--- config.mk ---
export PLATFORM = sky130hd
export DESIGN_NAME = fuse_read_seq
export DESIGN_NICKNAME = d
export VERILOG_FILES = /design/src/rtl/fuse_seq_pkg.sv /design/src/rtl/fuse_seq_ctrl.sv /design/src/rtl/fuse_seq_dp.sv /design/src/rtl/fuse_read_seq.sv
export SDC_FILE = /design/constraint.sdc
export NUM_CORES = 1
export LEC_CHECK = 0
export BUFFER_PORTS_ARGS = -buffer_cell sky130_fd_sc_hd__buf_2
export CAP_MARGIN = 40
export CORE_MARGIN = 4
export CORE_UTILIZATION = 25
export DETAILED_ROUTE_END_ITERATION = 10
export REMOVE_ABC_BUFFERS = 1
export SKIP_LAST_GASP = 1
export SYNTH_ARGS = -nofsm -noshare
export SYNTH_HDL_FRONTEND = slang
export SYNTH_SLANG_ARGS = --single-unit
--- constraint.sdc ---
create_clock -name clk -period 3.62 [get_ports clk]
set_clock_uncertainty 0.2 [all_clocks]
set_input_delay 0.543 -clock clk [delete_from_list [all_inputs] [get_ports clk]]
set_output_delay 0.543 -clock clk [all_outputs]
set_load 0.1 [all_outputs]
--- src/rtl/fuse_seq_pkg.sv ---
package fuse_seq_pkg;

  typedef enum logic [3:0] {
    ST_IDLE,
    ST_ARM,
    ST_OPEN,
    ST_ADDR,
    ST_STRB,
    ST_LOW,
    ST_TAIL,
    ST_CLOSE,
    ST_DONE
  } seq_state_e;

  // strobes from control to datapath
  typedef struct packed {
    logic take;     // latch a new request
    logic capture;  // store the macro data byte
    logic advance;  // step address, pointer and remaining count
  } seq_ctl_t;

  function automatic int maxOf(input int a, input int b);
    return (a > b) ? a : b;
  endfunction

endpackage

--- src/rtl/fuse_seq_ctrl.sv ---
module fuse_seq_ctrl
  import fuse_seq_pkg::*;
#(
  parameter int CLK_MHZ  = 50,
  parameter int OPEN_US  = 2,
  parameter int SETUP_US = 2,
  parameter int HIGH_US  = 2,
  parameter int LOW_US   = 2,
  parameter int TAIL_US  = 2,
  parameter int CLOSE_US = 1,
  parameter int LEN_W    = 6
) (
  input  logic             clk,
  input  logic             rstN,
  input  logic             startReq,
  input  logic [LEN_W-1:0] startLen,
  input  logic             loadOnly,
  input  logic             lastByte,
  output seq_ctl_t         ctl,
  output logic             pinSelN,
  output logic             pinLoad,
  output logic             pinProgOff,
  output logic             pinStrobe,
  output logic             busy,
  output logic             done
);

  localparam int OPEN_C  = OPEN_US * CLK_MHZ;
  localparam int SETUP_C = SETUP_US * CLK_MHZ;
  localparam int HIGH_C  = HIGH_US * CLK_MHZ;
  localparam int LOW_C   = LOW_US * CLK_MHZ;
  localparam int TAIL_C  = TAIL_US * CLK_MHZ;
  localparam int CLOSE_C = CLOSE_US * CLK_MHZ;
  localparam int MAX_C   = maxOf(maxOf(maxOf(OPEN_C, SETUP_C), maxOf(HIGH_C, LOW_C)),
                                 maxOf(TAIL_C, CLOSE_C));
  localparam int CNT_W   = $clog2(MAX_C + 1);

  seq_state_e       st;
  logic [CNT_W-1:0] waitCnt;
  logic             modeLoadOnly;
  logic             tick;
  logic             inner;
  logic             framed;

  assign tick = (waitCnt == '0);

  always_ff @(posedge clk or negedge rstN) begin
    if (!rstN) begin
      st           <= ST_IDLE;
      waitCnt      <= '0;
      modeLoadOnly <= 1'b0;
    end else begin
      case (st)
        ST_IDLE: begin
          if (startReq) begin
            modeLoadOnly <= loadOnly;
            st           <= (startLen == '0) ? ST_DONE : ST_ARM;
          end
        end
        ST_ARM: begin
          st      <= ST_OPEN;
          waitCnt <= CNT_W'(OPEN_C - 1);
        end
        ST_OPEN: begin
          if (tick) begin
            st      <= ST_ADDR;
            waitCnt <= CNT_W'(SETUP_C - 1);
          end else waitCnt <= waitCnt - 1'b1;
        end
        ST_ADDR: begin
          if (tick) begin
            st      <= ST_STRB;
            waitCnt <= CNT_W'(HIGH_C - 1);
          end else waitCnt <= waitCnt - 1'b1;
        end
        ST_STRB: begin
          if (tick) begin
            st      <= ST_LOW;
            waitCnt <= CNT_W'(LOW_C - 1);
          end else waitCnt <= waitCnt - 1'b1;
        end
        ST_LOW: begin
          if (tick) begin
            if (lastByte) begin
              st      <= ST_TAIL;
              waitCnt <= CNT_W'(TAIL_C - 1);
            end else begin
              st      <= ST_ADDR;
              waitCnt <= CNT_W'(SETUP_C - 1);
            end
          end else waitCnt <= waitCnt - 1'b1;
        end
        ST_TAIL: begin
          if (tick) begin
            st      <= ST_CLOSE;
            waitCnt <= CNT_W'(CLOSE_C - 1);
          end else waitCnt <= waitCnt - 1'b1;
        end
        ST_CLOSE: begin
          if (tick) st <= ST_DONE;
          else      waitCnt <= waitCnt - 1'b1;
        end
        ST_DONE: st <= ST_IDLE;
        default: st <= ST_IDLE;
      endcase
    end
  end

  always_comb begin
    ctl.take    = (st == ST_IDLE) && startReq;
    ctl.capture = (st == ST_STRB) && tick;
    ctl.advance = (st == ST_LOW) && tick;
  end

  always_comb begin
    inner      = (st == ST_OPEN) || (st == ST_ADDR) || (st == ST_STRB) ||
                 (st == ST_LOW)  || (st == ST_TAIL);
    framed     = inner || (st == ST_CLOSE);
    pinSelN    = modeLoadOnly ? 1'b1 : !inner;
    pinLoad    = modeLoadOnly ? inner : framed;
    pinProgOff = !modeLoadOnly && framed;
    pinStrobe  = (st == ST_STRB);
    busy       = (st != ST_IDLE);
    done       = (st == ST_DONE);
  end

  // load, program-disable and select change together when a normal read opens
  a_r2_open_together: assert property (@(posedge clk) disable iff (!rstN)
    ($rose(pinLoad) && !modeLoadOnly) |-> (!pinSelN && pinProgOff));

  // strobe only ever rises inside an open load frame
  a_r3_strobe_framed: assert property (@(posedge clk) disable iff (!rstN)
    pinStrobe |-> pinLoad);

  // done is a single-cycle pulse and busy ends with it
  a_r6_done_single: assert property (@(posedge clk) disable iff (!rstN)
    done |=> (!done && !busy));

endmodule

--- src/rtl/fuse_seq_dp.sv ---
module fuse_seq_dp
  import fuse_seq_pkg::*;
#(
  parameter int ADDR_W = 10,
  parameter int DATA_W = 8,
  parameter int DEPTH  = 32,
  parameter int LEN_W  = 6
) (
  input  logic                     clk,
  input  logic                     rstN,
  input  seq_ctl_t                 ctl,
  input  logic [ADDR_W-1:0]        startAddr,
  input  logic [LEN_W-1:0]         startLen,
  input  logic [DATA_W-1:0]        fuseDout,
  input  logic [$clog2(DEPTH)-1:0] rdIdx,
  output logic [ADDR_W-1:0]        curAddr,
  output logic                     lastByte,
  output logic [LEN_W-1:0]         bytesRead,
  output logic [DATA_W-1:0]        rdData
);

  localparam int PTR_W = $clog2(DEPTH);
  localparam logic [LEN_W-1:0] DEPTH_L = LEN_W'(DEPTH);

  logic [PTR_W-1:0]  wrPtr;
  logic [LEN_W-1:0]  remain;
  logic [LEN_W-1:0]  lenClamped;
  logic [DATA_W-1:0] shadow [DEPTH];

  assign lenClamped = (startLen > DEPTH_L) ? DEPTH_L : startLen;
  assign lastByte   = (remain == LEN_W'(1));

  always_ff @(posedge clk or negedge rstN) begin
    if (!rstN) begin
      curAddr   <= '0;
      wrPtr     <= '0;
      remain    <= '0;
      bytesRead <= '0;
    end else if (ctl.take) begin
      curAddr   <= startAddr;
      wrPtr     <= '0;
      remain    <= lenClamped;
      bytesRead <= '0;
    end else begin
      if (ctl.capture) bytesRead <= bytesRead + 1'b1;
      if (ctl.advance) begin
        curAddr <= curAddr + 1'b1;
        wrPtr   <= wrPtr + 1'b1;
        remain  <= remain - 1'b1;
      end
    end
  end

  always_ff @(posedge clk or negedge rstN) begin
    if (!rstN) begin
      for (int i = 0; i < DEPTH; i++) shadow[i] <= '0;
    end else if (ctl.capture) begin
      shadow[wrPtr] <= fuseDout;
    end
  end

  assign rdData = shadow[rdIdx];

  // the control never captures once the clamped count is used up
  a_r9_capture_in_range: assert property (@(posedge clk) disable iff (!rstN)
    ctl.capture |-> (remain != '0));

  // the returned count never exceeds the shadow file
  a_r9_count_bound: assert property (@(posedge clk) disable iff (!rstN)
    bytesRead <= DEPTH_L);

endmodule

--- src/rtl/fuse_read_seq.sv ---
module fuse_read_seq
  import fuse_seq_pkg::*;
#(
  parameter int CLK_MHZ  = 50,
  parameter int ADDR_W   = 10,
  parameter int DATA_W   = 8,
  parameter int DEPTH    = 32,
  parameter int LEN_W    = 6,
  parameter int OPEN_US  = 2,
  parameter int SETUP_US = 2,
  parameter int HIGH_US  = 2,
  parameter int LOW_US   = 2,
  parameter int TAIL_US  = 2,
  parameter int CLOSE_US = 1
) (
  input  logic                     clk,
  input  logic                     rstN,
  input  logic                     startReq,
  input  logic [ADDR_W-1:0]        startAddr,
  input  logic [LEN_W-1:0]         startLen,
  input  logic                     loadOnly,
  input  logic [DATA_W-1:0]        fuseDout,
  output logic                     fuseSelN,
  output logic                     fuseLoad,
  output logic                     fuseProgOff,
  output logic                     fuseStrobe,
  output logic [ADDR_W-1:0]        fuseAddr,
  output logic                     busy,
  output logic                     done,
  output logic [LEN_W-1:0]         bytesRead,
  input  logic [$clog2(DEPTH)-1:0] rdIdx,
  output logic [DATA_W-1:0]        rdData
);

  seq_ctl_t ctl;
  logic     lastByte;

  fuse_seq_ctrl #(
    .CLK_MHZ(CLK_MHZ), .OPEN_US(OPEN_US), .SETUP_US(SETUP_US), .HIGH_US(HIGH_US),
    .LOW_US(LOW_US), .TAIL_US(TAIL_US), .CLOSE_US(CLOSE_US), .LEN_W(LEN_W)
  ) uCtrl (
    .clk(clk), .rstN(rstN), .startReq(startReq), .startLen(startLen),
    .loadOnly(loadOnly), .lastByte(lastByte), .ctl(ctl),
    .pinSelN(fuseSelN), .pinLoad(fuseLoad), .pinProgOff(fuseProgOff),
    .pinStrobe(fuseStrobe), .busy(busy), .done(done)
  );

  fuse_seq_dp #(
    .ADDR_W(ADDR_W), .DATA_W(DATA_W), .DEPTH(DEPTH), .LEN_W(LEN_W)
  ) uDp (
    .clk(clk), .rstN(rstN), .ctl(ctl), .startAddr(startAddr), .startLen(startLen),
    .fuseDout(fuseDout), .rdIdx(rdIdx), .curAddr(fuseAddr), .lastByte(lastByte),
    .bytesRead(bytesRead), .rdData(rdData)
  );

  // the address does not move while the strobe is high
  a_r3_addr_steady: assert property (@(posedge clk) disable iff (!rstN)
    (fuseStrobe && $past(fuseStrobe)) |-> $stable(fuseAddr));

  // a zero-length request finishes at once with the macro left alone
  a_r7_zero_quiet: assert property (@(posedge clk) disable iff (!rstN)
    (!busy && startReq && startLen == '0) |=> (done && !fuseLoad && !fuseStrobe && fuseSelN));

  // once running, busy holds until done
  a_r10_busy_holds: assert property (@(posedge clk) disable iff (!rstN)
    (busy && !done) |=> busy);

endmodule

==> impl_results.md, run 1 <==
* Setup ws final at approximately 0.23 ns
* Clock network power share at 0.463
* Most frequent CP cell: mux4_2
* Yosys cell types at slightly below 60
* Synthesized area at around 0.014 mm^2
* Area post-placement at around 0.015 mm^2
* Ys async rst share at 1.00
* Highest clock rate at 0.295 GHz
* Die width at around 240 um
* Cts bufs inserted at 31
* Int Power at 0.00511 W
* Cell area after layout at 0.0163 mm^2
* Number of flops mapped to enable cells by yosys at 0
* Maximum clock path buffer count at 3
* Initial antenna violation count at 1
* Synth Instances at 956
* Syn Area/Cell at 14.7 um^2
* Remaining DRCs at 0
* Worst-Margin Slew at 0.835 ns
* Synthesis Warnings at 0
* VDD IR max at 0.000390 V
* CP Launch Type: input port
* # fillers at roughly 5,600
* Max_cap viols at 0
* Gate power share at 0.037
* Total core area at around 0.055 mm^2
* Initial Utilization at 0.254
* Clk sinks at 295
* CP bufs+invs at 3
* Worst EP arrival at 2.65 ns
* Die area at 0.0600 mm^2
* Status: complete, no violations
* Power per cell area at 405 mW/mm^2
* Vias per cell at 4.68
* Top post-synthesis cells by area: dfrtp_1 (53%), mux2_2 (21%), mux4_2 (13%)
* Clk root buf: clkbuf_16
* CTS tree: yes
* Unrepaired setup endpoints after global routing: no
* Largest net degree at the start of global routing at between 90 and 100
* Layout cells sized above 1 at 0.510
* Sequential share of the synthesized area at 0.526
* Crit-path max cell delay at a little under 0.6 ns
* Critical Path RT at 2.88 ns
* HP Class: input port to flip-flop
* Total number of vias at approximately 8,300
* Final min period at about 3.4 ns
* Fin crit share at 0.937
* # setup viols final at 0
* Final HPWL DP at ~21,000 um
* Row Count at 86
* Sw Pwr at between 0.001 and 0.0015 W
* Clock slew at reported path FFs at 0.06 ns
* Slew Viols, Final at 0
* IO buf count at just over 60
* First-pass GRT wire length at ~53,000 um
* ANT cells at 0
* H-tree Lvls at 1
* Switching portion of total power at 0.226
* Worst skew pair latency at 0.58 ns
* Vias in the first global route at around 8,800
* IO Pins at 63
* Critical Path Sink Type: output port
* Drt pass-1 iters at 5
* Crit Path Class: input port to output port
* Placer Congestion at between 0.7 and 0.8
* Post-synthesis sequential element count at 295
* Detailed Route WL at roughly 33,000 um
* DR iter-0 viols at 582
* Yosys top cell area share at 0.526
* Top delay family on crit path: multiplexers
* DIE HEIGHT at 245 um
* Crit path max fanout at 26
* Area growth syn-to-layout at 16.4%
* Cell taking the most area after synthesis: dfrtp_1
* Grt total ovfl at 0
* Leak Pwr at around 7.4 nW
* Relative slew slack at 0.443
* CP cell instances: buf_4 > buf_12 > mux4_2 > mux4_2 > mux2_2 > buf_2
* Main synth FF type: dfrtp_1
* Reg power frac at 0.499
* Total GRT Usage at 0.112
* Placement Setup Slack at 0.184 ns
* Routed len/inst at roughly 19 um
* Final Hold Fails at 0
* Detail Route Antenna Nets at 0
* Slowest-stage cell, CP: mux4_2
* Final Net Count at roughly 1,100
-- worst paths after layout --
kind | start | to | slack (ns) | cells past startpoint
worst min-delay path | startLen[3] | uDp.remain[3]$_DFFE_PN0P_ | 0.04 | 3
worst max register to register | uCtrl.waitCnt[0]$_DFFE_PN0P_ | uDp.shadow[223]$_DFFE_PN0P_ | 0.54 | 6
worst min register to register | uDp.shadow[220]$_DFFE_PN0P_ | uDp.shadow[220]$_DFFE_PN0P_ | 0.30 | 1
min in group asynchronous | rstN | uDp.curAddr[8]$_DFFE_PN0P_ | 0.26 | 2
max in group asynchronous | rstN | uDp.shadow[153]$_DFFE_PN0P_ | 2.10 | 3
worst max-delay path | rdIdx[1] | rdData[5] | 0.23 | 6
-- worst min-delay path: cells and delay by family --
family,cells,cell delay (ns)
simple gates,1,0.07
compound gates,1,0.08
buf+inv,1,0.09
-- through the flow --
stage / util / total power, W / setup TNS (ns) / std cells / hold WS, ns
after detailed placement: 0.277 / 0.00361 / 0 / 1725 / 0.272
after CTS: 0.295 / 0.00673 / 0 / 1777 / 0.00378
after global routing: 0.295 / 0.00685 / 0 / 1777 / 0.0353
after global placement: 0.277 / 0.00361 / 0 / 1725 / 0.271
after floorplan: - / 0.00340 / -870.09 / 888 / 0.0474
final: 0.295 / 0.00660 / 0 / 1777 / 0.0447
-- power by group through the flow --
stage / Sequential [W] / Clock, W / Combinational, W
5_1_grt: 0.00329 / 0.00328 / 0.000274
3_5_place_dp: 0.00336 / 0 / 0.000252
2_1_floorplan: 0.00336 / 0 / 0.0000402
3_3_place_gp: 0.00336 / 0 / 0.000250
6_report: 0.00330 / 0.00306 / 0.000247
4_1_cts: 0.00330 / 0.00318 / 0.000256
-- registers in the layout, summed over array words and instances, names as in the netlist --
register,flops
uCtrl.modeLoadOnly,1
uCtrl.st,4
uCtrl.waitCnt,7
uDp.bytesRead,6
uDp.curAddr,10
uDp.remain,6
uDp.shadow,256
uDp.wrPtr,5
-- routing by layer --
layer / GRT usage / part of all wire / vias to the layer above
li1: - / - / 3694
met1: 0.171 / 0.50 / 4402
met4: 0.0200 / 0.018 / 0
met5: 0 / 0 / -
met3: 0.0189 / 0.045 / 40
met2: 0.168 / 0.44 / 180
-- logic make-up (layout without fill, tap and decap cells) --
| logic type | after synthesis | count (layout) | synth area share |
|---|---|---|---|
| mux | 346 | 346 | 0.342 |
| flops | 295 | 295 | 0.526 |
| simple gates | 157 | 157 | 0.0643 |
| buf+inv | 81 | 154 | 0.0247 |
| compound gates | 58 | 58 | 0.0285 |
| xor+xnor | 10 | 10 | 0.00624 |
| fa+ha+maj | 9 | 9 | 0.00803 |
-- synth_stat cells (2+ instances only) --
master and count:
a211oi_1 7, a21oi_1 13, a311oi_1 2, a31oi_1 5, and2_1 4, and3_1 6
and4_1 2, buf_1 6, buf_2 6, buf_4 7, clkbuf_1 47, dfrtp_1 295
ha_1 9, inv_1 13, mux2_2 265, mux4_2 80, nand2_1 20, nand3_1 10
nand3b_1 2, nand4_1 11, nand4_2 4, nor2_1 25, nor2_2 32, nor3_1 12
nor3b_1 3, nor4_1 3, o211ai_1 3, o21ai_0 6, o22ai_1 2, o311ai_0 2
o31ai_1 6, or2_2 2, or3_1 9, or3b_2 3, or4_1 3, xnor2_1 3
xor2_1 7
-- final cells by class --
class	instances	area (um^2)	share of cell area
sequential	295	7380	0.452
tap	748	936	0.0573
clock inverter	9	101	0.00621
timing repair buffer	92	681	0.0417
multi-input combinational	580	6310	0.387
inverter	13	48.8	0.00299
clock buffer	40	860	0.0527
-- cells in the final DEF, fill, tap and decap left out, drive strengths merged, types with 3 or more instances in the layout --
cell type,instances
a211oi,7
a21oi,13
a31oi,5
and2,4
and3,6
buf,89
clkbuf,40
clkinv,5
dfrtp,295
dlygate4sd3,3
ha,9
inv,15
mux2,265
mux4,80
nand2,20
nand3,10
nand4,15
nor2,57
nor3,13
nor3b,3
nor4,3
o211ai,3
o21ai,6
o31ai,6
or2,3
or3,9
or3b,3
or4,3
xnor2,3
xor2,7
-- what timing repair did --
action / CTS / global route
hold buffers: 3 / 0
setup buffers: 0 / 0
resized for setup: 0 / 0
hold endpoints to repair: 40 / 0
(Power assumes the default switching activity.)
==> inputs of run 2 (changes only) <==
--- a/config.mk
+++ b/config.mk
@@ -5,6 +5,7 @@
 export SDC_FILE = /design/constraint.sdc
 export NUM_CORES = 1
 export LEC_CHECK = 0
+export ABC_AREA = 1
 export BUFFER_PORTS_ARGS = -buffer_cell sky130_fd_sc_hd__buf_2
 export CAP_MARGIN = 40
 export CORE_MARGIN = 4
==> impl_results.md, run 2 <==
* Dpl cells at 2,897 (was 1,725)
* Yosys cell types at 35 (was 58)
* Worst EP arrival at 2.33 ns (was 2.65 ns)
* Relative slew slack at 0.533 (was 0.443)
* Vias per cell at 4.68 (about the same)
* Crit path max fanout at 29 (was 26)
* # setup viols final at 0 (unchanged)
* Detail Route Antenna Nets at 0 (unchanged)
* Top post-synthesis cells by area: dfrtp_1 (48%), nand2_1 (31%), nand3_1 (7.9%) (was dfrtp_1 (53%), mux2_2 (21%), mux4_2 (13%))
* Drt pass-1 iters at 6 (was 5)
* HP Class: input port to flip-flop (unchanged)
* Cts bufs inserted at 35 (was 31)
* Total GRT Usage at 0.148 (was 0.112)
* Total number of vias at 13,900 (was 8,316)
* Grt total ovfl at 0 (unchanged)
* Row Count at 90 (was 86)
* Reg with most FFs: uDp.shadow (unchanged)
* Max reg flops at 256 (unchanged)
* CP Launch Type: input port (unchanged)
* Cell taking the most area after synthesis: dfrtp_1 (unchanged)
* Commonest non-fill, non-tap cell in the layout: nand2_1 (was dfrtp_1)
* Largest net degree at the start of global routing at 129 (was 98)
* Most frequent cell after synthesis: nand2_1 (was dfrtp_1)
* Main synth FF type: dfrtp_1 (unchanged)
* Layout cells sized above 1 at 0.0991 (was 0.510)
* IO buf count at 62 (unchanged)
* Placement Setup Slack at 0.578 ns (was 0.184 ns)
* Highest clock rate at 0.326 GHz (was 0.295 GHz)
* Critical Path Sink Type: output port (unchanged)
* Detailed Route WL at 48,100 um (was 33,300 um)
* Worst skew pair latency at 0.53 ns (was 0.58 ns)
* Synth Instances at 2,105 (was 956)
* Placer Congestion at 0.874 (was 0.774)
* Final Hold Fails at 0 (unchanged)
* Clock slew at reported path FFs at 0.06 ns (about the same)
* Total core area at 0.0605 mm^2 (was 0.0553 mm^2)
* Remaining DRCs at 0 (unchanged)
* Post-synthesis sequential element count at 295 (unchanged)
* Setup ws final at 0.549 ns (was 0.228 ns)
* Routed len/inst at 16.2 um (was 18.8 um)
* Yosys top cell area share at 0.483 (was 0.526)
* Clk sinks at 295 (unchanged)
* Initial Utilization at 0.253 (was 0.254)
* Vias in the first global route at 13,100 (was 8,751)
* Area growth syn-to-layout at 18.0% (was 16.4%)
* Syn Area/Cell at 7.26 um^2 (was 14.7 um^2)
* Maximum clock path buffer count at 3 (unchanged)
* Power per cell area at 542 mW/mm^2 (was 405 mW/mm^2)
* DR iter-0 viols at 1,538 (was 582)
* Status: complete, no violations (unchanged)
* Leak Pwr at 8.99 nW (was 7.42 nW)
* Final min period at 3.07 ns (was 3.39 ns)
* Final Net Count at 2,196 (was 1,055)
* CTS tree: yes (unchanged)
* Fin crit share at 0.848 (was 0.937)
* Area post-placement at 0.0168 mm^2 (was 0.0153 mm^2)
* Die area at 0.0652 mm^2 (was 0.0600 mm^2)
* Final TNS setup at 0 ns (unchanged)
* Cell area after layout at 0.0180 mm^2 (was 0.0163 mm^2)
* DIE HEIGHT at 255 um (was 245 um)
* Slew Viols, Final at 0 (unchanged)
* Sequential share of the synthesized area at 0.483 (was 0.526)
* Critical Path RT at 2.88 ns (about the same)
* VDD IR max at 0.000648 V (was 0.000390 V)
* Synthesized area at 0.0153 mm^2 (was 0.0140 mm^2)
* Non-Filler Instances at 2,963 (was 1,777)
* Most frequent cells in the layout: nand2_1 (1,256), dfrtp_1 (295), nand3_1 (242) (was dfrtp_1 (295), mux2_2 (265), mux4_2 (80))
* H-tree Lvls at 2 (was 1)
* Largest regs: uDp.shadow (256), uDp.curAddr (10), uCtrl.waitCnt (7) (unchanged)
* Max_cap viols at 0 (unchanged)
* Final HPWL DP at 31,200 um (was 21,300 um)
* Ys async rst share at 1.00 (unchanged)
* Worst-Margin Slew at 0.699 ns (was 0.835 ns)
* # fillers at 6,435 (was 5,591)
* Most frequent cells after synthesis: nand2_1 (1,256), dfrtp_1 (295), nand3_1 (242), clkbuf_1 (56), inv_1 (50) (was dfrtp_1 (295), mux2_2 (265), mux4_2 (80), clkbuf_1 (47), nor2_2 (32))
* Crit Path Class: input port to output port (unchanged)
* Clk root buf: clkbuf_16 (unchanged)
* # Post-CTS Setup Buffers at 0 (unchanged)
* IO Pins at 63 (unchanged)
* First-pass GRT wire length at 76,300 um (was 53,000 um)
* Initial antenna violation count at 1 (unchanged)
* Number of flops mapped to enable cells by yosys at 0 (unchanged)
* R2r setup slk at 0.88 ns (was 0.54 ns)
* Synthesis Warnings at 0 (unchanged)
* Unrepaired setup endpoints after global routing: no (unchanged)
* Die width at 255 um (was 245 um)
==> run 2: cell types whose count changed in the layout (fill, tap and decap cells not counted), moves of 9 or more <==
cell	delta
buf_12	+13
inv_1	+36
mux2_2	-265
mux4_2	-80
nand2_1	+1236
nand3_1	+232
nor2_1	+11
nor2_2	-31
nor3_4	+31
o21ai_0	+24
or3_1	-9
==> run 2: critical path: stages <==
cell	delay (ns)
buf_4	0.11
clkinv_2	0.26
buf_12	0.28
buf_12	0.16
nand2_1	0.05
nand3_1	0.07
nand3_1	0.16
nand2_1	0.07
nand2_1	0.06
nand2_1	0.10
nand2_1	0.08
nand2_1	0.14
buf_12	0.21
==> run 2: stage by stage <==
step                       util  hold WS (ns)  power (W)
after CTS                 0.298        0.0261    0.00988
after floorplan               -        0.0474    0.00534
after detailed placement  0.278         0.265    0.00604
final                     0.298        0.0622    0.00978
after global placement    0.275         0.263    0.00602
after global routing      0.298        0.0558     0.0103
==> run 2: area by class of cell <==
type | count | area (um^2) | area share
flip-flops and latches | 295 | 7380 | 0.409
multi-input cells | 1660 | 7260 | 0.403
well taps | 782 | 978 | 0.0543
clock buffers | 44 | 970 | 0.0538
repair buffers | 102 | 956 | 0.0530
clock inverters | 19 | 256 | 0.0142
inverters | 60 | 228 | 0.0126
diodes | 1 | 2.50 | 0.000139
==> run 2: logic make-up after synthesis <==
kind of cell,synth area share
fa+ha+maj,0.00737
flops,0.483
xor+xnor,0.00573
compound gates,0.0159
buf+inv,0.0423
simple gates,0.446
==> run 2: final timing paths <==
path,start,to,depth (start not counted)
worst min-delay path,startAddr[1],uDp.curAddr[1]$_DFFE_PN0P_,3
max in group asynchronous,rstN,uDp.shadow[157]$_DFFE_PN0P_,3
worst min register to register,uDp.shadow[18]$_DFFE_PN0P_,uDp.shadow[18]$_DFFE_PN0P_,2
worst max register to register,uCtrl.waitCnt[0]$_DFFE_PN0P_,uDp.shadow[255]$_DFFE_PN0P_,11
worst max-delay path,rdIdx[0],rdData[4],13
min in group asynchronous,rstN,uDp.shadow[32]$_DFFE_PN0P_,2
==> run 2: per-layer routing <==
metal  up-vias  global-route usage  share of wire  wire (um)
li1       6706                   -              -          -
met5         -                   0              0          0
met4         0              0.0401          0.023       1110
met3        78              0.0261          0.079       3780
met1      6553               0.217           0.46      22200
met2       523               0.225           0.44      21000
==> run 2: where the power goes <==
group / internal [W] / total, W / leakage, nW / switching, W
Sequential: 0.00346 / 0.00364 / 2.74 / 0.000178
Combinational: 0.000578 / 0.00235 / 5.64 / 0.00177
Clock: 0.00227 / 0.00379 / 0.607 / 0.00151
Total: 0.00632 / 0.00978 / 8.99 / 0.00346
==> run 2: repair_timing <==
action / 4_1_cts / 5_1_grt
resized for setup: 0 / 0
hold endpoints to repair: 52 / 0
hold buffers: 2 / 0
endpoints found under the setup margin: 0 / 0
==> inputs of run 3 (changes only) <==
==> constraint.sdc (replaced) <==
create_clock -name clk -period 2.5 [get_ports clk]
set_clock_uncertainty 0.2 [all_clocks]
set_input_delay 0.375 -clock clk [delete_from_list [all_inputs] [get_ports clk]]
set_output_delay 0.375 -clock clk [all_outputs]
set_load 0.1 [all_outputs]
==> impl_results.md, run 3 (synthesis results as in run 2) <==
* CTS tree: yes (unchanged)
* Clk root buf: clkbuf_16 (unchanged)
* IO Pins at 63 (unchanged)
* Relative slew slack at 0.524 (was 0.533)
* Drt pass-1 iters at 7 (was 6)
* Critical Path RT at 1.92 ns (was 2.88 ns)
* Highest clock rate at ~0.4 GHz
* Leak Pwr at 9.22 nW (was 8.99 nW)
* Detailed Route WL at 48,800 um (was 48,100 um)
* Row Count at 90 (unchanged)
* DR iter-0 viols at 1,389 (was 1,538)
* Total number of vias at 14,000 (was 13,900)
* Non-Filler Instances at 3,007 (was 2,963)
* CP cell instances: nand2_1 > nand3_1 > nand3_1 > nand2_1 > nand2_1 > nand2_1 > nand2_1 > nand2_1 > buf_12 (was buf_4 > clkinv_2 > buf_12 > buf_12 > nand2_1 > nand3_1 > nand3_1 > nand2_1 > nand2_1 > nand2_1 > nand2_1 > nand2_1 > buf_12)
* Status: complete, no violations (unchanged)
* Vias per cell at 4.65 (was 4.68)
* Final Util at 0.307 (was 0.298)
* Largest regs: uDp.shadow (256), uDp.curAddr (10), uCtrl.waitCnt (7) (unchanged)
* Max_cap viols at 0 (unchanged)
* Worst-Margin Slew at 0.711 ns (was 0.699 ns)
* Fin crit share at 0.977
* Clk sinks at 295 (unchanged)
* Reg-to-Reg End: uDp.shadow[96]$_DFFE_PN0P_ (was uDp.shadow[255]$_DFFE_PN0P_)
* Cts bufs inserted at 35 (unchanged)
* Layout cells sized above 1 at 0.124 (was 0.0991)
* DIE HEIGHT at 255 um (unchanged)
* First-pass GRT wire length at 77,100 um (was 76,300 um)
* Clock slew at reported path FFs at 0.06 ns (about the same)
* Worst EP arrival at 1.87 ns (was 2.33 ns)
* CP Launch Type: flip-flop (was input port)
* Power per cell area at 771 mW/mm^2 (was 542 mW/mm^2)
* Die width at 255 um (unchanged)
* CP Capture Point: rdData[5] (was rdData[4])
* CP startpoint: uDp.shadow[157]$_DFFE_PN0P_ (was rdIdx[0])
* Dpl cells at 2,924 (was 2,897)
* Routed len/inst at 16.2 um (about the same)
* Critical Path Sink Type: output port (unchanged)
* Crit Path Class: flip-flop to output port (was input port to output port)
* Worst skew pair latency at 0.53 ns (about the same)
* HP Class: input port to flip-flop (unchanged)
* Worst reg2reg path depth at 12 (was 11)
* Commonest non-fill, non-tap cell in the layout: nand2_1 (unchanged)
* Total core area at 0.0605 mm^2 (unchanged)
* VDD IR max at 0.000975 V (was 0.000648 V)
* Initial antenna violation count at 1 (unchanged)
* R2r setup slk at 0.20 ns (was 0.88 ns)
* Final HPWL DP at 32,300 um (was 31,200 um)
* Most frequent CP cell: nand2_1 (unchanged)
* # setup viols final at 0 (unchanged)
* Crit path max fanout at 2 (was 29)
* Total GRT Usage at 0.148 (about the same)
* Crit-path max cell delay at 0.37 ns (was 0.28 ns)
* Vias in the first global route at 13,500 (was 13,100)
* Largest net degree at the start of global routing at 68 (was 129)
* Remaining DRCs at 0 (unchanged)
* Area growth syn-to-layout at 21.3% (was 18.0%)
* Detail Route Antenna Nets at 0 (unchanged)
* Grt total ovfl at 0 (unchanged)
* IO buf count at 62 (unchanged)
* Slowest-stage cell, CP: dfrtp_1 (was buf_12)
* Final min period at about 2.4 ns
* Final Net Count at 2,241 (was 2,196)
* Maximum clock path buffer count at 3 (unchanged)
* Slew Viols, Final at 0 (unchanged)
* Reg2reg start: uCtrl.waitCnt[0]$_DFFE_PN0P_ (unchanged)
* Most frequent cells in the layout: nand2_1 (1,244), dfrtp_1 (291), nand3_1 (235) (was nand2_1 (1,256), dfrtp_1 (295), nand3_1 (242))
* Placer Congestion at 0.843 (was 0.874)
* Initial Utilization at 0.253 (unchanged)
* H-tree Lvls at 2 (unchanged)
* Die area at 0.0652 mm^2 (unchanged)
* Max reg flops at 256 (unchanged)
* Final Hold Fails at 0 (unchanged)
* Reg with most FFs: uDp.shadow (unchanged)
## run 3: cell count changes in the layout (fill, tap and decap cells not counted), sizes merged
cell / change
bufinv: -2
inv: +3
buf: +31
clkbuf: +8
clkinvlp: +1
dlygate4sd3: +12
clkinv: -9
## run 3: layout make-up
cell class / count / area, um^2
inverter: 60 / 229
multi-input combinational: 1660 / 7360
sequential: 295 / 7390
clock buffer: 50 / 1040
clock inverter: 12 / 169
fill: 6442 / 41900
tap: 782 / 978
antenna: 1 / 2.50
timing repair buffer: 147 / 1380
## run 3: worst min-delay path by stage
stage | from | endpoint | slack [ns] | cells past startpoint
final | fuseDout[1] | uDp.shadow[185]$_DFFE_PN0P_ | 0.03 | 3
after detailed placement | rstN | uCtrl.st[3]$_DFFE_PN0P_ | 0.10 | 1
after global routing | fuseDout[1] | uDp.shadow[249]$_DFFE_PN0P_ | 0.03 | 3
after floorplan | rstN | uCtrl.modeLoadOnly$_DFFE_PN0P_ | -0.12 | 0
after CTS | startLen[4] | uDp.remain[4]$_DFFE_PN0P_ | 0.004 | 5
after global placement | rstN | uCtrl.st[3]$_DFFE_PN0P_ | 0.11 | 1
## run 3: timing repair
item / in CTS / in global routing
hold buffers: 14 / 0
cloned: 0 / 1
buffers inserted: 2 / 3
hold endpoints to repair: 264 / 0
pin swaps: 1 / 5
gates resized for setup: 13 / 31
setup endpoints to repair: 2 / 115
## run 3: critical path: cells and delay by family (launching register included)
| family | cells | cell delay (ns) |
|---|---|---|
| buf+inv | 1 | 0.18 |
| flops | 1 | 0.37 |
| simple gates | 8 | 0.77 |
## run 3: metal layers
metal	wire length, um	vias to the layer above	GRT usage	part of all wire
met1	22200	6613	0.207	0.46
met5	0	-	0	0
li1	-	6792	-	-
met2	21700	478	0.232	0.45
met3	3440	95	0.0293	0.071
met4	1400	0	0.0474	0.029
## run 3: report_power, final
group	switching, W	total (W)	internal, W
clock network	0.00218	0.00541	0.00324
logic	0.00261	0.00359	0.000975
registers	0.000276	0.00530	0.00502
total	0.00506	0.0143	0.00924
## run 3: per-stage QoR
step           power (W)  TNS, ns  area, um^2  hold WS [ns]  setup slack [ns]
2_1_floorplan    0.00774  -236.04       14900        -0.121             -1.42
3_5_place_dp     0.00879        0       17000         0.105            0.0527
6_report          0.0143        0       18500        0.0304            0.0580
5_1_grt           0.0150  -0.0238       18500        0.0282           -0.0213
3_3_place_gp     0.00878        0       17000         0.105            0.0520
4_1_cts           0.0144        0       18400       0.00407            0.0140
